`src/rtl/vit_pkg.sv`:
```
package vit_pkg;
  // parity of the generator taps applied to a register value
  function automatic logic tap_parity(input int unsigned gen, input int unsigned reg_v);
    int unsigned x;
    logic p;
    x = gen & reg_v;
    p = 1'b0;
    for (int i = 0; i < 32; i++) p = p ^ x[i];
    return p;
  endfunction
endpackage

```
`src/rtl/vit_bmu.sv`:
```
// Branch metric table: Hamming distance of the received pair to each code pair
module vit_bmu (
  input  logic [1:0] rx_sym,
  output logic [1:0] bm_tab [4]
);
  always_comb begin
    for (int c = 0; c < 4; c++) begin
      logic [1:0] diff;
      diff = rx_sym ^ 2'(c);
      bm_tab[c] = {1'b0, diff[1]} + {1'b0, diff[0]};
    end
  end
endmodule

```
`src/rtl/vit_acs.sv`:
```
// One add-compare-select cell with renormalization
module vit_acs #(
  parameter int MW = 8
) (
  input  logic          clk,
  input  logic          rst,
  input  logic          step,
  input  logic [MW-1:0] pm_even,
  input  logic [MW-1:0] pm_odd,
  input  logic [1:0]    bm_even,
  input  logic [1:0]    bm_odd,
  input  logic [MW-1:0] norm,
  output logic [MW-1:0] pm_out,
  output logic          pick_odd
);
  logic [MW:0] sum_e, sum_o, sel;

  always_comb begin
    sum_e    = {1'b0, pm_even} + {{(MW-1){1'b0}}, bm_even};
    sum_o    = {1'b0, pm_odd}  + {{(MW-1){1'b0}}, bm_odd};
    pick_odd = (sum_o < sum_e);
    sel      = pick_odd ? sum_o : sum_e;
    pm_out   = MW'(sel - {1'b0, norm});
  end


  no_overflow_chk: assert property (@(posedge clk) disable iff (rst) step |-> !sel[MW]);

  no_underflow_chk: assert property (@(posedge clk) disable iff (rst) step |-> (sel >= {1'b0, norm}));

  tie_even_chk: assert property (@(posedge clk) disable iff (rst)
    (step && sum_e == sum_o) |-> (pm_out == MW'(sum_e - {1'b0, norm})) && !pick_odd);
endmodule

```
`src/rtl/vit_minfind.sv`:
```
// Smallest value and its lowest index
module vit_minfind #(
  parameter int N  = 16,
  parameter int MW = 8,
  localparam int IW = $clog2(N)
) (
  input  logic [MW-1:0] vals [N],
  output logic [IW-1:0] min_idx,
  output logic [MW-1:0] min_val
);
  always_comb begin
    min_idx = '0;
    min_val = vals[0];
    for (int i = 1; i < N; i++) begin
      if (vals[i] < min_val) begin
        min_val = vals[i];
        min_idx = IW'(i);
      end
    end
  end
endmodule

```
`src/rtl/vit_metric_core.sv`:
```
module vit_metric_core #(
  parameter int K       = 5,
  parameter int GEN_A   = 'o35,
  parameter int GEN_B   = 'o23,
  parameter int MW      = 8,
  parameter int INIT_PM = 32
) (
  input  logic                  clk,
  input  logic                  rst,
  input  logic                  in_valid,
  input  logic [1:0]            in_sym,
  output logic                  out_valid,
  output logic [(1<<(K-1))-1:0] dec_vec,
  output logic [K-2:0]          best_state
);
  import vit_pkg::*;

  localparam int SW = K - 1;
  localparam int NS = 1 << SW;

  logic [MW-1:0] pm_q   [NS];
  logic [MW-1:0] pm_nxt [NS];
  logic [MW-1:0] min_q;
  logic [NS-1:0] dec_nxt;
  logic [1:0]    bm_tab [4];
  logic [SW-1:0] best_idx;
  logic [MW-1:0] best_val;

  vit_bmu u_bmu (.rx_sym(in_sym), .bm_tab(bm_tab));

  for (genvar s = 0; s < NS; s++) begin : g_state
    localparam int PE   = (2 * s) % NS;
    localparam int PO   = PE + 1;
    localparam int UBIT = s >> (SW - 1);
    localparam int EE   = (UBIT << SW) | PE;
    localparam int EO   = (UBIT << SW) | PO;
    localparam int CE   = (int'(tap_parity(GEN_A, EE)) << 1) | int'(tap_parity(GEN_B, EE));
    localparam int CO   = (int'(tap_parity(GEN_A, EO)) << 1) | int'(tap_parity(GEN_B, EO));

    vit_acs #(.MW(MW)) u_acs (
      .clk     (clk),
      .rst     (rst),
      .step    (in_valid),
      .pm_even (pm_q[PE]),
      .pm_odd  (pm_q[PO]),
      .bm_even (bm_tab[CE]),
      .bm_odd  (bm_tab[CO]),
      .norm    (min_q),
      .pm_out  (pm_nxt[s]),
      .pick_odd(dec_nxt[s])
    );


    best_le_chk: assert property (@(posedge clk) disable iff (rst)
      out_valid |-> (pm_q[best_state] <= pm_q[s]));
  end

  vit_minfind #(.N(NS), .MW(MW)) u_min (
    .vals   (pm_nxt),
    .min_idx(best_idx),
    .min_val(best_val)
  );

  always_ff @(posedge clk) begin
    if (rst) begin
      for (int i = 0; i < NS; i++) pm_q[i] <= (i == 0) ? '0 : MW'(INIT_PM);
      min_q      <= '0;
      out_valid  <= 1'b0;
      dec_vec    <= '0;
      best_state <= '0;
    end else begin
      out_valid <= in_valid;
      if (in_valid) begin
        for (int i = 0; i < NS; i++) pm_q[i] <= pm_nxt[i];
        min_q      <= best_val;
        dec_vec    <= dec_nxt;
        best_state <= best_idx;
      end
    end
  end


  valid_lat_chk: assert property (@(posedge clk) disable iff (rst) in_valid |=> out_valid);

  valid_idle_chk: assert property (@(posedge clk) disable iff (rst) !in_valid |=> !out_valid);

  hold_chk: assert property (@(posedge clk) disable iff (rst)
    !in_valid |=> ($stable(dec_vec) && $stable(best_state) && $stable(min_q)));
endmodule

```
`config.mk`:
```
export PLATFORM = sky130hd
export DESIGN_NAME = vit_metric_core
export DESIGN_NICKNAME = d
export VERILOG_FILES = /design/src/rtl/vit_pkg.sv /design/src/rtl/vit_bmu.sv /design/src/rtl/vit_acs.sv /design/src/rtl/vit_minfind.sv /design/src/rtl/vit_metric_core.sv
export SDC_FILE = /design/constraint.sdc
export NUM_CORES = 1
export LEC_CHECK = 0
export BUFFER_PORTS_ARGS = -buffer_cell sky130_fd_sc_hd__buf_2
export CAP_MARGIN = 20
export CORE_ASPECT_RATIO = 0.7
export CORE_MARGIN = 4
export CORE_UTILIZATION = 35
export DETAILED_ROUTE_END_ITERATION = 6
export GPL_ROUTABILITY_DRIVEN = 0
export SLEW_MARGIN = 5
export SYNTH_ARGS = -nofsm -noshare
export SYNTH_HDL_FRONTEND = slang
export SYNTH_SLANG_ARGS = --single-unit
```
`constraint.sdc`:
```
create_clock -name clk -period 48 [get_ports clk]
set_clock_uncertainty 0.1 [all_clocks]
set_input_delay 2.4 -clock clk [delete_from_list [all_inputs] [get_ports clk]]
set_output_delay 2.4 -clock clk [all_outputs]
set_load 0.02 [all_outputs]
```
# Word level (Yosys, flattened, before mapping)
# Memories as Yosys holds them, arrays and structs flattened.
# Index checks and enable logic that the tools add are counted.
# Widths: inputs -> output; s select.
[classes] n_addsub=52 multipliers=0 div_mod_pow=0 order_cmp=31 n_eq_ne=0 shifts=0 muxes=67 bitwise=19 n_reduce_logical=0
[op_table] cell="$mux 8" n=47
[op_table] cell="$add 8x2->9" n=32
[op_table] cell="$lt 9x9->1" n=16
[op_table] cell="$sub 8x8->8" n=16
[op_table] cell="$lt 8x8->1" n=15
[op_table] cell="$mux 4" n=8
[op_table] cell="$or 1x1->1" n=16
[op_table] cell="$mux 3" n=4
[op_table] cell="$add 1x1->2" n=4
[op_table] cell="$mux 1" n=6
[op_table] cell="$mux 2" n=2
[op_table] cell="$not 1->1" n=2
[op_table] cell="$not 2->2" n=1
[totals] reg_bits=29 latch_bits=0 ram_bits=128 mem_bits_ro=0 word_cells=174 mem_count=1
[mem_list] name="pm_q" words=16 width=8 read_ports=16 rd_clocked_by_memory_dff=0 wr=16 line="vit_metric_core.sv:21" rtl="logic [MW-1:0] pm_q [NS];"

# Depth between registers and ports, before layout
# Gate-level depths: netlist of run 1.
[logic_depth] ltp_word=36 depth_mapped=173 ltp_nobuf=161

# Hierarchy
# A second synthesis of run 1 with hierarchy kept.
[unflattened] hier_cells=2957 area_unflattened_um2=25156.6
[by_module_without_submodules] module="vit_acs (g_state[0].u_acs ...)" n_inst=8 cells_each=119 area_each_um2=915.9
[by_module_without_submodules] module="vit_acs (g_state[14].u_acs ...)" n_inst=8 cells_each=112 area_each_um2=858.3
[by_module_without_submodules] module="vit_metric_core" n_inst=1 cells_each=363 area_each_um2=5726.7
[by_module_without_submodules] module="vit_minfind" n_inst=1 cells_each=737 area_each_um2=5159.9
[by_module_without_submodules] module="vit_bmu" n_inst=1 cells_each=9 area_each_um2=76.3

# Worst setup path after synthesis of run 1
# Ideal clock, no wire load.
[synth_path] path_type="input to register" startpoint="input in_sym[0]" endpoint="register min_q[1]" setup_ns=0.244 arrival_time_ns=34.010 required_ns=47.656 setup_slack_ns=13.646 cell_stages=152 cell_sequence="inv_1 ha_1 clkbuf_1 buf_1 xor2_1 ha_1 a21oi_1 xnor2_1 ha_1 a21o_1 a21oi_1 nor2b_1 o21ai_0 nand2b_1 a21oi_1 nor2b_1 o21ai_0 nand2_1 [116 not listed] buf_2 a21oi_1 ha_1 nor2b_1 inv_1 a2111oi_2 nor3_1 o21a_1 buf_6 mux2_4 ha_1 and4_1 a21oi_1 nand2_1 a21o_1 a31o_2 nand2_1 o221ai_2"
[synth_between] elab_chain_len=36 elab_cells_between_ends=116
[synth_lines] item="from (decl)" line="vit_metric_core.sv:11" rtl="input logic [1:0] in_sym,"
[synth_lines] item="$not 1->1 (no line) / $not 2->2 (equally long branches)"
[synth_lines] item="$add 1x1->2" line="vit_bmu.sv:10" rtl="bm_tab[c] = {1'b0, diff[1]} + {1'b0, diff[0]};"
[synth_lines] item="$add 8x2->9 (on tied branches)" line="vit_acs.sv:19, vit_acs.sv:20"
[synth_lines] item="$lt 9x9->1" line="vit_acs.sv:21" rtl="pick_odd = (sum_o < sum_e);"
[synth_lines] item="$mux 8" line="vit_acs.sv:22" rtl="sel = pick_odd ? sum_o : sum_e;"
[synth_lines] item="$sub 8x8->8" line="vit_acs.sv:23" rtl="pm_out = MW'(sel - {1'b0, norm});"
[synth_lines] item="$lt 8x8->1" line="vit_minfind.sv:15" rtl="if (vals[i] < min_val) begin"
[synth_lines] item="$mux 8" line="vit_minfind.sv:15"
[synth_lines] item="[20 not listed]"
[synth_lines] item="$lt 8x8->1" line="vit_minfind.sv:15"
[synth_lines] item="$mux 8" line="vit_minfind.sv:15"
[synth_lines] item="$lt 8x8->1" line="vit_minfind.sv:15"
[synth_lines] item="$mux 8" line="vit_minfind.sv:15"
[synth_lines] item="$lt 8x8->1" line="vit_minfind.sv:15"
[synth_lines] item="$mux 8" line="vit_minfind.sv:15"
[synth_lines] item="$lt 8x8->1" line="vit_minfind.sv:15"
[synth_lines] item="$mux 8 *" line="vit_minfind.sv:15"
[synth_lines] item="to (signal assigned)" line="vit_metric_core.sv:75" rtl="min_q <= best_val;"
[synth_lines] item="to (decl)" line="vit_metric_core.sv:23" rtl="logic [MW-1:0] min_q;"
# Mark *: on every way between the ends. The rest lies on a longest branch, timed or not.
# A chain may end at the register's enable or synchronous reset.

# Final worst setup path of run 1
[layout_path] startpoint="input in_sym[0]" endpoint="register min_q[5]"
# The elaborated chain is that of the path after synthesis.

==> results of run 1 <==
metal layers:
metal	up-vias	part of all wire	GRT usage
met2	825	0.36	0.267
met4	2	0.011	0.0300
met5	-	0.00017	0
met3	57	0.12	0.0774
li1	10200	-	-
met1	9651	0.51	0.329
cell usage after synthesis (20+ instances only):
library cell	n
nor3_1	23
and2_1	30
o21ai_0	181
a21boi_0	20
dfxtp_1	29
xor2_1	193
edfxtp_1	128
nand3_1	59
ha_1	375
nor2_1	250
and3_1	36
xnor2_1	145
a21o_1	106
nand4_1	33
clkbuf_1	97
mux2i_1	65
inv_1	188
nand2_1	193
a21oi_1	221
mux2_2	44
nor2b_1	139
nand2b_1	69
worst max-delay path: cells and delay by family:
family | cells | cell delay (ps)
and+or+nand+nor | 40 | 8010
AOI/OAI and AO/OA | 65 | 16910
adders and majority gates | 19 | 6060
buffers and inverters | 6 | 820
muxes | 10 | 4090
xor gates and xnor gates | 2 | 680
final cells by class:
class / instances / area [um^2] / share of cell area
clock inverter: 14 / 134 / 0.00525
timing repair buffer: 72 / 478 / 0.0188
inverter: 189 / 714 / 0.0280
clock buffer: 18 / 439 / 0.0172
tap: 891 / 1110 / 0.0438
multi-input combinational: 2431 / 18200 / 0.713
sequential: 157 / 4420 / 0.174
through the flow:
stage / cells / util / setup slack, ps / instance area, um^2 / hold WS [ps]
2_1_floorplan: 2887 / - / 13650 / 23700 / 342
3_3_place_gp: 3739 / 0.373 / 10510 / 24900 / 337
3_5_place_dp: 3740 / 0.373 / 9670 / 24900 / 339
4_1_cts: 3772 / 0.381 / 10110 / 25500 / 358
5_1_grt: 3772 / 0.381 / 6320 / 25500 / 383
6_report: 3772 / 0.381 / 9270 / 25500 / 350
cell families (layout without fill, tap and decap cells):
logic type	after synthesis	after routing	share of synthesized area
flops	157	157	0.187
buf+inv	299	293	0.0480
mux	114	114	0.0513
simple gates	886	886	0.186
xor+xnor	339	339	0.126
fa+ha+maj	400	400	0.215
compound gates	692	692	0.187
flip-flops by register name, summed over array words and instances (netlist names):
name / cells
pm_q: 128
dec_vec: 16
min_q: 8
best_state: 4
out_valid: 1
how the worst min path moves through the flow:
stage | slack (ps) | depth (start not counted) | to
final | 350 | 2 | dec_vec[10]
after global routing | 380 | 2 | dec_vec[10]
after CTS | 360 | 2 | dec_vec[10]
after detailed placement | 340 | 2 | dec_vec[10]
after global placement | 340 | 2 | dec_vec[10]
after floorplan | 340 | 2 | min_q[2]
==> key figures, run 1 <==
Outcome
  • Status: finished clean

STA
  • Max Slew Vio Count: 0
  • Fin crit share: 0.807
  • Min Tclk post-route: 38730 ps
  • Worst rel slew slack: 0.171
  • Count of final setup violators: 0
  • Fin Setup TNS: 0 ps
  • Final Hold Fails: 0
  • Worst-margin pin slew: 1230 ps
  • F_max: 0.0258 GHz
  • Unrepaired setup endpoints after global routing: no

Layout
  • Nets: 3264
  • Ant. Diodes: 0
  • Fraction of layout instances using a drive strength above 1: 0.0732
  • Most frequent cells in the layout: ha_1 (375), nor2_1 (249), a21oi_1 (221), xor2_1 (193), nand2_1 (193)
  • P&R area growth vs syn: 7.41%
  • Commonest non-fill, non-tap cell in the layout: ha_1
  • Fill count: 6977

Floorplan
  • Starting Density: 0.355
  • Core ar.: 0.0668 mm^2
  • Die area: 0.0721 mm^2
  • # rows: 79
  • Die X: 319 um
  • IO Pins: 26
  • Die H: 226 um

Route
  • Residual DRC: 0
  • Routed via count: 20700
  • First-pass DRT Iterations: 5
  • Initial DRC Count: 2094
  • Routed Antenna Nets: 0
  • DR vias/cell: 5.49
  • WL/cell: 20.4 um
  • Routed WL: 77000 um

Synth
  • Register bit total from synthesis: 157
  • Mean Syn Cell Area: 8.22 um^2
  • Mapped cell area: 0.0237 mm^2
  • Post-synth EDFFs: 128
  • Sequential share of the synthesized area: 0.187
  • Synth area leader: ha_1
  • Distinct cells, synth: 99
  • Main flop type after synthesis: edfxtp_1
  • Synth warnings: 0
  • Ys async rst share: 0
  • Mapped Nets: 3283
  • Main area contributors after synthesis: ha_1 (20%), edfxtp_1 (16%), xor2_1 (7.1%)
  • Synth top area share: 0.198
  • Syn Inst Count: 2887

Worst setup path
  • Crit Path Category: primary input to register
  • Reg-to-Reg End: min_q[5]
  • Worst Setup EP: min_q[5]
  • Slowest cell on the critical path: nor2_1
  • Startpoint types: primary input
  • CP Capture Type: register
  • Reg2Reg Depth: 138
  • Origin of the critical flop-to-flop path: pm_q[0][1]
  • CP most frequent cell: ha_1
  • Reg2reg setup slack: 11730 ps
  • Worst endpoint data arrival time: 39040 ps
  • Worst-path maximum fanout: 19
  • Max incr delay on CP: 740 ps
  • Worst setup startpoint: in_sym[0]
  • Req. time, crit path: 48310 ps

Flow run
  • Max-cap check violation count: 0

GRT
  • Largest net degree at the start of global routing: 66
  • Grt total ovfl: 0
  • Vias in the first global route: 18700
  • Initial antenna violation count: 3
  • Total Routing Usage GR: 0.209
  • First-pass GRT wire length: 115000 um

Placement
  • DP HPWL: 60500 um
  • Port buffer count: 25

Clock tree
  • CTS tree: built
  • TritonCTS Buffers: 17
  • CTS max path bufs: 2
  • H-tree levels: 4
  • Post-CTS setup buffers: 0
  • Clock transition at path regs: 80 ps
  • Clk root buf: clkbuf_16
  • Clock Latency Late Sink: 490 ps
  • # resized after CTS: 0
  • Sink Count: 157
  • CTS Hold Bufs: 0

Min path
  • Hold Path Class: register to register
  • Worst Hold Launch: dec_vec[10]
Power of run 1 is not shown: default switching activity piles up to over one toggle a cycle in this logic, so the estimate is an artifact.
==> run 2, diff against run 1 <==
--- a/config.mk
+++ b/config.mk
@@ -5,6 +5,7 @@
 export SDC_FILE = /design/constraint.sdc
 export NUM_CORES = 1
 export LEC_CHECK = 0
+export ABC_AREA = 1
 export BUFFER_PORTS_ARGS = -buffer_cell sky130_fd_sc_hd__buf_2
 export CAP_MARGIN = 20
 export CORE_ASPECT_RATIO = 0.7
==> constraint.sdc (replaced) <==
create_clock -name clk -period 37 [get_ports clk]
set_clock_uncertainty 0.1 [all_clocks]
set_input_delay 1.85 -clock clk [delete_from_list [all_inputs] [get_ports clk]]
set_output_delay 1.85 -clock clk [all_outputs]
set_load 0.02 [all_outputs]
==> run 2 against run 1 <==
  * Sequential share of layout area up 0.088 points
  * Cell area is 0.51% lower
  * Register-to-register slack got worse by 2900 ps
  * Clock-buffer cell count stayed put
  * Utilization is 0.14 points lower
  * Critical path depth shrank 23
  * Via count up 5.0%
  * First-iteration DRC count rose by 13%
  * Synthesized cell count grew 18%
  * Die area is 0.26% lower
  * Sequential cell count stayed put
  * Worst setup slack got worse by 2800 ps
==> key figures, run 2 <==
Synth
  • Main area contributors after synthesis: ha_1 (20%), edfxtp_1 (16%), nand2_1 (12%)
  • Synth top area share: 0.198 (+0.000534)
  • Ys async rst share: 0 (unchanged)
  • Mapped cell area: 0.0237 mm^2 (-0.27%)
  • Post-synth EDFFs: 128 (unchanged)
  • Most frequent cell after synthesis: nand2_1
  • Mean Syn Cell Area: 6.94 um^2 (-15%)
  • Synth warnings: 0 (unchanged)
  • Register bit total from synthesis: 157 (unchanged)
  • Sequential share of the synthesized area: 0.187 (+0.000503)
  • Top post-synthesis cells by count: nand2_1 (753), inv_1 (478), ha_1 (375), nor2_1 (267)
  • Synth area leader: ha_1
  • Mapped Nets: 3803 (+16%)
  • Syn Inst Count: 3407 (+18%)
  • Main flop type after synthesis: edfxtp_1
  • Distinct cells, synth: 41 (-59%)

Layout
  • Max reg flops: 128 (unchanged)
  • Nets: 3812 (+17%)
  • Commonest non-fill, non-tap cell in the layout: nand2_1
  • Fill count: 7047 (+1.0%)
  • Ant. Diodes: 0 (unchanged)
  • Largest regs: pm_q (128), dec_vec (16), min_q (8)
  • Most frequent cells in the layout: nand2_1 (753), inv_1 (476), ha_1 (375), nor2_1 (266)
  • Biggest register: pm_q
  • Layout Cells excl Fill: 4320 (+15%)
  • Fraction of layout instances using a drive strength above 1: 0.0688 (-0.00441)
  • P&R area growth vs syn: 7.15%

Floorplan
  • # rows: 79 (unchanged)
  • Die X: 319 um (-0.13%)
  • Starting Density: 0.355 (-0.000430)
  • Core ar.: 0.0667 mm^2 (-0.15%)
  • Die H: 226 um (-0.13%)
  • Die area: 0.0719 mm^2 (-0.26%)
  • IO Pins: 26 (unchanged)

STA
  • Final Hold Fails: 0 (unchanged)
  • Count of final setup violators: 0 (unchanged)
  • Fin crit share: 0.824
  • Unrepaired setup endpoints after global routing: no
  • Max Slew Vio Count: 0 (unchanged)
  • F_max: 0.0328 GHz
  • Worst-margin pin slew: 1150 ps (-80.2 ps)
  • Worst rel slew slack: 0.228 (+0.0568)
  • Min Tclk post-route: 30500 ps
  • Fin Setup TNS: 0 ps (unchanged)

Route
  • First-pass DRT Iterations: 6 (+1)
  • Residual DRC: 0 (unchanged)
  • WL/cell: 17.7 um (-13%)
  • DR vias/cell: 5.03 (-8.3%)
  • Routed WL: 76400 um (-0.75%)
  • Routed via count: 21700 (+5.0%)
  • Routed Antenna Nets: 0 (unchanged)
  • Initial DRC Count: 2362 (+13%)

Placement
  • Placed cells: 4288 (+15%)
  • Port buffer count: 25 (unchanged)
  • DP HPWL: 61000 um (+0.81%)

GRT
  • Layer with the highest usage: met1
  • Vias in the first global route: 19500 (+4.1%)
  • Total Routing Usage GR: 0.210 (+0.000616)
  • Largest net degree at the start of global routing: 70 (+6.1%)
  • GR Layer Usage met1: 0.325 (-0.00487)
  • Met3 usage in global routing: 0.0661 (-0.0113)
  • Grt total ovfl: 0 (unchanged)
  • Initial antenna violation count: 0 (-3)
  • GR met2 Demand/Resource: 0.280 (+0.0129)
  • First-pass GRT wire length: 115000 um (-0.15%)

Worst setup path
  • Worst endpoint data arrival time: 30830 ps (-8210 ps)
  • Startpoint types: primary input
  • Worst-path maximum fanout: 18 (-1)
  • Reg2Reg Depth: 118 (-14%)
  • Max incr delay on CP: 720 ps (-20 ps)
  • Slowest cell on the critical path: ha_1
  • Crit Path Category: primary input to register
  • CP Capture Type: register
  • Req. time, crit path: 37330 ps (-10980 ps)
  • CP most frequent cell: ha_1

Min path
  • Worst hold path stage count: 2 (unchanged)
  • Hold Path Class: register to register

Clock tree
  • H-tree levels: 4 (unchanged)
  • Post-CTS setup buffers: 0 (unchanged)
  • CTS Hold Bufs: 0 (unchanged)
  • CTS max path bufs: 2 (unchanged)
  • Clk root buf: clkbuf_16
  • # resized after CTS: 0 (unchanged)
  • TritonCTS Buffers: 17 (unchanged)
  • Sink Count: 157 (unchanged)
  • CTS tree: built
  • Clock Latency Late Sink: 480 ps (about the same)
  • Clock transition at path regs: 80 ps (about the same)

Outcome
  • Status: finished clean

Flow run
  • Max-cap check violation count: 0 (unchanged)
## run 2: layer usage
metal / share of wire / wire length, um
met2: 0.37 / 28000
met1: 0.51 / 38700
met5: 0 / 0
met4: 0.015 / 1150
met3: 0.11 / 8520
## run 2: final timing paths
check                                    from            end  slack, ps
worst max register to register     pm_q[0][9]       min_q[7]       8820
worst max-delay path                in_sym[0]       min_q[7]       6500
worst min register to register  best_state[1]  best_state[1]        350
worst min-delay path            best_state[1]  best_state[1]        350
## run 2: final cells by class
class	count	area (um^2)	area share
multi-input cells	2674	17000	0.669
flip-flops and latches	157	4420	0.175
inverters	519	1950	0.0770
well taps	891	1110	0.0440
clock buffers	18	439	0.0173
repair buffers	47	290	0.0115
clock inverters	14	176	0.00696
## run 2: logic make-up (layout without fill, tap and decap cells)
| group | after synthesis | count (layout) | synth area share |
|---|---|---|---|
| AO/OA/AOI/OAI | 523 | 523 | 0.118 |
| XOR/XNOR | 320 | 320 | 0.118 |
| adder cells (fa/ha/maj) | 391 | 391 | 0.212 |
| buffers and inverters | 576 | 598 | 0.0970 |
| flip-flops | 157 | 157 | 0.187 |
| AND/OR/NAND/NOR | 1440 | 1440 | 0.268 |
## run 2: critical path, delay by kind of cell
| kind | cells | cell delay, ps |
|---|---|---|
| compound gates | 44 | 14540 |
| xor+xnor | 3 | 790 |
| fa+ha+maj | 20 | 6450 |
| buf+inv | 7 | 1160 |
| simple gates | 45 | 6010 |
## run 2: per-stage QoR
step / util / setup WS (ps) / hold WS, ps / instance area [um^2]
floorplan: - / 10250 / 340 / 23700
global placement: 0.371 / 7220 / 340 / 24700
detailed placement: 0.371 / 6550 / 341 / 24700
CTS: 0.380 / 6980 / 361 / 25300
global route: 0.380 / 3650 / 379 / 25300
finish: 0.380 / 6500 / 355 / 25300
Power of run 2 is left out for the same reason.
